==> config.mk <==
export PLATFORM = sky130hd
export DESIGN_NAME = rtc_alarm_irq
export DESIGN_NICKNAME = d
export VERILOG_FILES = /design/src/rtl/rtc_irq_pkg.sv /design/src/rtl/rtc_alarm_cmp.sv /design/src/rtl/rtc_regs.sv /design/src/rtl/rtc_flag_reg.sv /design/src/rtl/rtc_alarm_irq.sv
export SDC_FILE = /design/constraint.sdc
export NUM_CORES = 1
export LEC_CHECK = 0
export BUFFER_PORTS_ARGS = -buffer_cell sky130_fd_sc_hd__buf_2
export CAP_MARGIN = 20
export CORE_MARGIN = 4
export CORE_UTILIZATION = 53
export DETAILED_ROUTE_END_ITERATION = 16
export PLACE_DENSITY = 0.86
export SETUP_SLACK_MARGIN = 0.4
export SYNTH_ARGS = -nofsm -noshare
export SYNTH_HDL_FRONTEND = slang
export SYNTH_SLANG_ARGS = --single-unit
==> constraint.sdc <==
create_clock -name clk -period 2.05 [get_ports clk]
set_input_delay 0.3075 -clock clk [delete_from_list [all_inputs] [get_ports clk]]
set_output_delay 0.3075 -clock clk [all_outputs]
set_load 0.01 [all_outputs]
==> src/rtl/rtc_irq_pkg.sv <==
package rtc_irq_pkg;
  localparam int BYTE_W   = 8;
  localparam int N_ALM    = 3;   // seconds, minutes, hours
  localparam int N_SRC    = 3;   // update-ended, alarm, periodic
  localparam int UF_BIT   = 4;   // lowest flag / enable position
  localparam int IRQF_BIT = 7;
  localparam int VRT_BIT  = 7;

  // one alarm byte against one time byte; top two bits set = wildcard
  function automatic logic alarm_field_hit(input logic [BYTE_W-1:0] alm,
                                           input logic [BYTE_W-1:0] cur);
    return (alm[BYTE_W-1 -: 2] == 2'b11) || (alm == cur);
  endfunction

  // flag register image: {summary, flags, zeros}
  function automatic logic [BYTE_W-1:0] pack_flags(input logic irqf,
                                                   input logic [N_SRC-1:0] f);
    logic [BYTE_W-1:0] v;
    v = '0;
    v[IRQF_BIT] = irqf;
    v[UF_BIT +: N_SRC] = f;
    return v;
  endfunction
endpackage

==> src/rtl/rtc_alarm_cmp.sv <==
module rtc_alarm_cmp
  import rtc_irq_pkg::*;
(
  input  logic [N_ALM-1:0][BYTE_W-1:0] alarm,
  input  logic [N_ALM-1:0][BYTE_W-1:0] cur,
  output logic                         hit
);
  logic [N_ALM-1:0] field_hit;

  for (genvar g = 0; g < N_ALM; g++) begin : g_field
    assign field_hit[g] = alarm_field_hit(alarm[g], cur[g]);
  end

  assign hit = &field_hit;
endmodule

==> src/rtl/rtc_regs.sv <==
module rtc_regs
  import rtc_irq_pkg::*;
#(
  parameter int ADDR_W    = 6,
  parameter int OFS_ASEC  = 1,
  parameter int OFS_AMIN  = 3,
  parameter int OFS_AHOUR = 5,
  parameter int OFS_B     = 11
) (
  input  logic                         clk,
  input  logic                         rst_n,
  input  logic                         wr,
  input  logic [ADDR_W-1:0]            addr,
  input  logic [BYTE_W-1:0]            wdata,
  output logic [N_ALM-1:0][BYTE_W-1:0] alarm,
  output logic [N_SRC-1:0]             en
);
  function automatic logic [ADDR_W-1:0] alm_ofs(input int i);
    case (i)
      0:       return ADDR_W'(OFS_ASEC);
      1:       return ADDR_W'(OFS_AMIN);
      default: return ADDR_W'(OFS_AHOUR);
    endcase
  endfunction

  always_ff @(posedge clk) begin
    if (!rst_n) begin
      alarm <= '0;
      en    <= '0;
    end else if (wr) begin
      for (int i = 0; i < N_ALM; i++)
        if (addr == alm_ofs(i)) alarm[i] <= wdata;
      if (addr == ADDR_W'(OFS_B)) en <= wdata[UF_BIT +: N_SRC];
    end
  end
endmodule

==> src/rtl/rtc_flag_reg.sv <==
module rtc_flag_reg
  import rtc_irq_pkg::*;
(
  input  logic             clk,
  input  logic             rst_n,
  input  logic [N_SRC-1:0] evt,     // bit0 update-ended, bit1 alarm, bit2 periodic
  input  logic             rd_clr,
  input  logic [N_SRC-1:0] en,
  output logic [N_SRC-1:0] flags,
  output logic             irqf
);
  always_ff @(posedge clk) begin
    if (!rst_n) flags <= '0;
    else        flags <= (rd_clr ? '0 : flags) | evt;
  end

  assign irqf = |(flags & en);

  for (genvar g = 0; g < N_SRC; g++) begin : g_chk

    evt_sets_flag_chk: assert property (@(posedge clk) disable iff (!rst_n)
      evt[g] |=> flags[g]);

    flag_needs_evt_chk: assert property (@(posedge clk) disable iff (!rst_n)
      $rose(flags[g]) |-> $past(evt[g]));
  end


  read_clears_chk: assert property (@(posedge clk) disable iff (!rst_n)
    (rd_clr && evt == '0) |=> (flags == '0));
endmodule

==> src/rtl/rtc_alarm_irq.sv <==
module rtc_alarm_irq
  import rtc_irq_pkg::*;
#(
  parameter int ADDR_W    = 6,
  parameter int OFS_ASEC  = 1,
  parameter int OFS_AMIN  = 3,
  parameter int OFS_AHOUR = 5,
  parameter int OFS_B     = 11,
  parameter int OFS_C     = 12,
  parameter int OFS_D     = 13
) (
  input  logic              clk,
  input  logic              rst_n,
  input  logic              reg_wr,
  input  logic              reg_rd,
  input  logic [ADDR_W-1:0] reg_addr,
  input  logic [7:0]        reg_wdata,
  output logic [7:0]        reg_rdata,
  input  logic [7:0]        cur_sec,
  input  logic [7:0]        cur_min,
  input  logic [7:0]        cur_hour,
  input  logic              upd_done,
  input  logic              per_tick,
  output logic              irq
);
  logic [N_ALM-1:0][BYTE_W-1:0] alarm;
  logic [N_ALM-1:0][BYTE_W-1:0] cur_time;
  logic [N_SRC-1:0]             en;
  logic [N_SRC-1:0]             evt_vec;
  logic [N_SRC-1:0]             flag_bits;
  logic                         alarm_hit;
  logic                         irq_sum;
  logic                         rd_clr;
  logic [BYTE_W-1:0]            rd_mux;

  assign cur_time = {cur_hour, cur_min, cur_sec};

  rtc_regs #(
    .ADDR_W(ADDR_W), .OFS_ASEC(OFS_ASEC), .OFS_AMIN(OFS_AMIN),
    .OFS_AHOUR(OFS_AHOUR), .OFS_B(OFS_B)
  ) u_regs (
    .clk(clk), .rst_n(rst_n), .wr(reg_wr), .addr(reg_addr),
    .wdata(reg_wdata), .alarm(alarm), .en(en)
  );

  rtc_alarm_cmp u_cmp (.alarm(alarm), .cur(cur_time), .hit(alarm_hit));

  // alarm is judged only at the update strobe, after the new time is in
  assign evt_vec = {per_tick, upd_done & alarm_hit, upd_done};
  assign rd_clr  = reg_rd && (reg_addr == ADDR_W'(OFS_C));

  rtc_flag_reg u_flags (
    .clk(clk), .rst_n(rst_n), .evt(evt_vec), .rd_clr(rd_clr),
    .en(en), .flags(flag_bits), .irqf(irq_sum)
  );

  assign irq = irq_sum;

  always_comb begin
    rd_mux = '0;
    if      (reg_addr == ADDR_W'(OFS_ASEC))  rd_mux = alarm[0];
    else if (reg_addr == ADDR_W'(OFS_AMIN))  rd_mux = alarm[1];
    else if (reg_addr == ADDR_W'(OFS_AHOUR)) rd_mux = alarm[2];
    else if (reg_addr == ADDR_W'(OFS_B))     rd_mux[UF_BIT +: N_SRC] = en;
    else if (reg_addr == ADDR_W'(OFS_C))     rd_mux = pack_flags(irq_sum, flag_bits);
    else if (reg_addr == ADDR_W'(OFS_D))     rd_mux[VRT_BIT] = 1'b1;
  end

  always_ff @(posedge clk) begin
    if (!rst_n)      reg_rdata <= '0;
    else if (reg_rd) reg_rdata <= rd_mux;
  end


  no_flag_no_irq_chk: assert property (@(posedge clk) disable iff (!rst_n)
    (flag_bits == '0) |-> !irq);

  no_en_no_irq_chk: assert property (@(posedge clk) disable iff (!rst_n)
    (en == '0) |-> !irq);

  alarm_on_update_chk: assert property (@(posedge clk) disable iff (!rst_n)
    $rose(flag_bits[1]) |-> $past(upd_done));

  vrt_read_chk: assert property (@(posedge clk) disable iff (!rst_n)
    (reg_rd && reg_addr == ADDR_W'(OFS_D)) |=> (reg_rdata == 8'h80));
endmodule

==> flow_metrics.py <==
metrics = {
    "status": {
        "status": "completed",
    },
    "global_routing": {
        "grt.total_usage_pct": 22.83,
        "grt_max_degree": 40,
        "overflow": 0,
        "grt_pass1_vias": 1893,
        "grt_pass1_wl_mm": 9.135,
        "grt_antenna_before_repair": 0,
    },
    "pwr": {
        "comb_power_share_pct": 12.5,
        "p_sw_share_pct": 24.98,
        "p_leak_nw": 1.075,
        "internal_power_mw": 1.059,
        "power_switching_mw": 0.3528,
        "vdd_drop_max_mv": 0.4044,
        "pwr-share-clk_pct": 34.1,
        "powerDensity_mw_per_mm2": 566.4,
        "p_seq_share_pct": 53.5,
    },
    "setup_path": {
        "rr_startpoint": "u_flags.flags[0]$_SDFF_PN0_",
        "worstSetupEndpointType": "register",
        "crit-reg2reg-capture": "reg_rdata[4]$_SDFFE_PN0P_",
        "path_class": "register to register",
        "crit_fanout": 3,
        "r2r_slack_ps": 570,
        "critPathRequiredTime_ps": 2290,
        "cp-start-kind": "register",
        "rr_worst_depth": 4,
        "crit_arrival_ps": 1720,
    },
    "logic_synthesis": {
        "synth_top_area_share_pct": 35.45,
        "synthArstFlopShare_pct": 0,
        "ys_warn_count": 0,
        "synth.net_count": 277,
        "yosysSeqAreaShare_pct": 35.45,
        "syn_area_mm2": 0.002146,
        "ys.flop_type": "dfxtp_1",
        "synth-edff-count": 0,
        "synth_cell_types": 43,
        "synth.area.top_cells": "dfxtp_1 35%, xor2_1 9.8%, mux2i_1 7.0%",
        "avgSynthCellArea_um2": 9.209,
        "yosys.area.top_type": "dfxtp_1",
        "ys_seq_elements": 38,
        "synth_cells": 233,
    },
    "sta": {
        "period_minus_slack_ps": 1482,
        "slew_headroom_pct": 63.82,
        "rsz0062_at_grt": "no",
        "tightest_slew_ps": 542.7,
        "setup_viol": 0,
        "tns_ps": 0,
        "fmax_mhz": 674.7,
        "finalClockSkew_ps": 5.702,
        "hold_viol": 0,
        "drv_slew": 0,
        "period_share_pct": 72.30,
    },
    "min_path": {
        "hold_depth": 2,
        "hold_path_end": "u_flags.flags[2]$_SDFF_PN0_",
        "hold_start": "per_tick",
        "hold_class": "input port to register",
    },
    "floorplanning": {
        "die_h_um": 71.63,
        "initial_core_util_pct": 56.49,
        "row_count": 22,
        "die_area_mm2": 0.005131,
        "io_pins": 53,
        "coreArea_mm2": 0.003799,
        "die_x_um": 71.63,
    },
    "clocking": {
        "holdBufCountCts": 0,
        "cts_sinks": 38,
        "cts_buffers": 5,
        "cts_buffer_depth": 2,
        "htreeDepth": 2,
        "insertion_delay_ps": 290,
        "cts.clk_slew.worst_paths_ps": 70,
        "post_cts_buffers": 0,
        "cts_tree": "yes",
        "cts_root_buffer": "clkbuf_8",
        "post_cts_resized": 0,
    },
    "cells_and_area": {
        "antenna_cells": 0,
        "drive_above_1_share_pct": 25.89,
        "syn2layout_area_growth_pct": 16.21,
        "utilization_pct": 65.65,
        "nNetsFinal": 326,
    },
    "flow_run": {
        "max-cap-violations": 0,
    },
    "drt": {
        "vias_per_cell": 6.009,
        "vias": 1983,
        "firstDrtPassIters": 4,
        "drtIter0Drc": 160,
        "routed_wl_mm": 5.744,
        "antenna_left": 0,
        "wire_per_inst_um": 17.41,
        "drc": 0,
    },
    "placed_design": {
        "port_buffers": 52,
        "post-dp-hpwl_mm": 4.323,
        "gp_congestion": 0.8841,
    },
}
-- final cells by class --
type                    count  area, µm²
fillers                   318       1305
multi-input cells         179       1299
flip-flops and latches     38      760.7
repair buffers             56      290.3
clock buffers               7      76.32
well taps                  48      60.06
inverters                   2      7.507
-- worst max path at each step --
stage	from	slack (ps)	endpoint
6_report	u_flags.flags[0]$_SDFF_PN0_	570	reg_rdata[4]$_SDFFE_PN0P_
5_1_grt	u_regs.alarm[22]$_SDFFE_PN0P_	410	u_flags.flags[1]$_SDFF_PN0_
4_1_cts	reg_addr[1]	520	reg_rdata[1]$_SDFFE_PN0P_
3_5_place_dp	reg_addr[1]	260	reg_rdata[4]$_SDFFE_PN0P_
3_3_place_gp	reg_addr[2]	300	reg_rdata[5]$_SDFFE_PN0P_
2_1_floorplan	reg_addr[2]	470	reg_rdata[0]$_SDFFE_PN0P_
-- power by group through the flow --
| stage | clock, mW | sequential, mW | combinational, mW |
|---|---|---|---|
| finish | 0.481 | 0.755 | 0.176 |
| global route | 0.521 | 0.756 | 0.192 |
| CTS | 0.485 | 0.755 | 0.170 |
| detailed placement | 0 | 0.772 | 0.168 |
| global placement | 0 | 0.772 | 0.166 |
| floorplan | 0 | 0.772 | 0.0893 |
-- per-layer routing --
layer	vias up	wire (µm)	GRT usage, %
li1	951	-	-
met1	943	2511	31.09
met5	-	0	0
met2	78	2706	35.20
met4	0	107	8.351
met3	11	418	5.330
-- cell usage in the layout, fill, tap and decap left out, drive strengths merged, types with 2 or more instances in the layout --
| cell type | synthesis | layout |
|---|---|---|
| nand2 | 24 | 24 |
| o2bb2ai | 2 | 2 |
| clkbuf | 6 | 7 |
| nor4 | 7 | 7 |
| a32oi | 5 | 5 |
| nor3b | 2 | 2 |
| a31oi | 5 | 5 |
| a21boi | 19 | 19 |
| nor4bb | 3 | 3 |
| buf | 8 | 56 |
| nand3 | 22 | 22 |
| nor2b | 13 | 13 |
| o21a | 5 | 5 |
| o21ai | 7 | 7 |
| a22oi | 4 | 4 |
| a2111oi | 2 | 2 |
| mux2i | 15 | 15 |
| and3 | 5 | 5 |
| xor2 | 24 | 24 |
| a21oi | 2 | 2 |
| inv | 2 | 2 |
| dfxtp | 38 | 38 |
-- sequential cells by signal, summed over array words and instances, names as in the netlist --
register       flops
u_regs.alarm      24
reg_rdata          8
u_flags.flags      3
u_regs.en          3
-- synth_stat cells (5+ instances only) --
library cell / number
nor4_1: 6
mux2i_1: 15
xor2_1: 24
o21a_1: 5
and3_1: 5
dfxtp_1: 38
o21ai_0: 7
a21boi_1: 7
nor2b_1: 13
nand3_1: 21
a21boi_0: 12
clkbuf_1: 6
a32oi_1: 5
nand2_1: 20
-- cells by family (layout without fill, tap and decap cells) --
logic type | Yosys count | count (layout) | share of synthesized area (%)
AND/OR/NAND/NOR | 83 | 83 | 22.86
AO/OA/AOI/OAI | 57 | 57 | 20.23
flip-flops | 38 | 38 | 35.45
XOR/XNOR | 24 | 24 | 9.796
buffers and inverters | 16 | 65 | 4.665
multiplexers | 15 | 15 | 6.997
-- stage by stage --
stage                     power (mW)  hold WS, ps  setup slack, ps  cell area (µm²)  cells
final                          1.412        227.3            567.8             2494    330
after detailed placement      0.9397        489.1            256.7             2404    323
after global routing           1.469        235.6            409.0             2494    330
after CTS                      1.410        225.6            518.9             2480    330
after floorplan               0.8618        431.4            473.8             2146    233
after global placement        0.9381        481.1            298.6             2404    323
-- worst max-delay path: stages, from the launching register on --
cell and delay (ps):
dfxtp_1 370, nor4bb_1 260, o21ai_0 130, a2111oi_0 510, o21a_1 160
(Power assumes the default switching activity.)
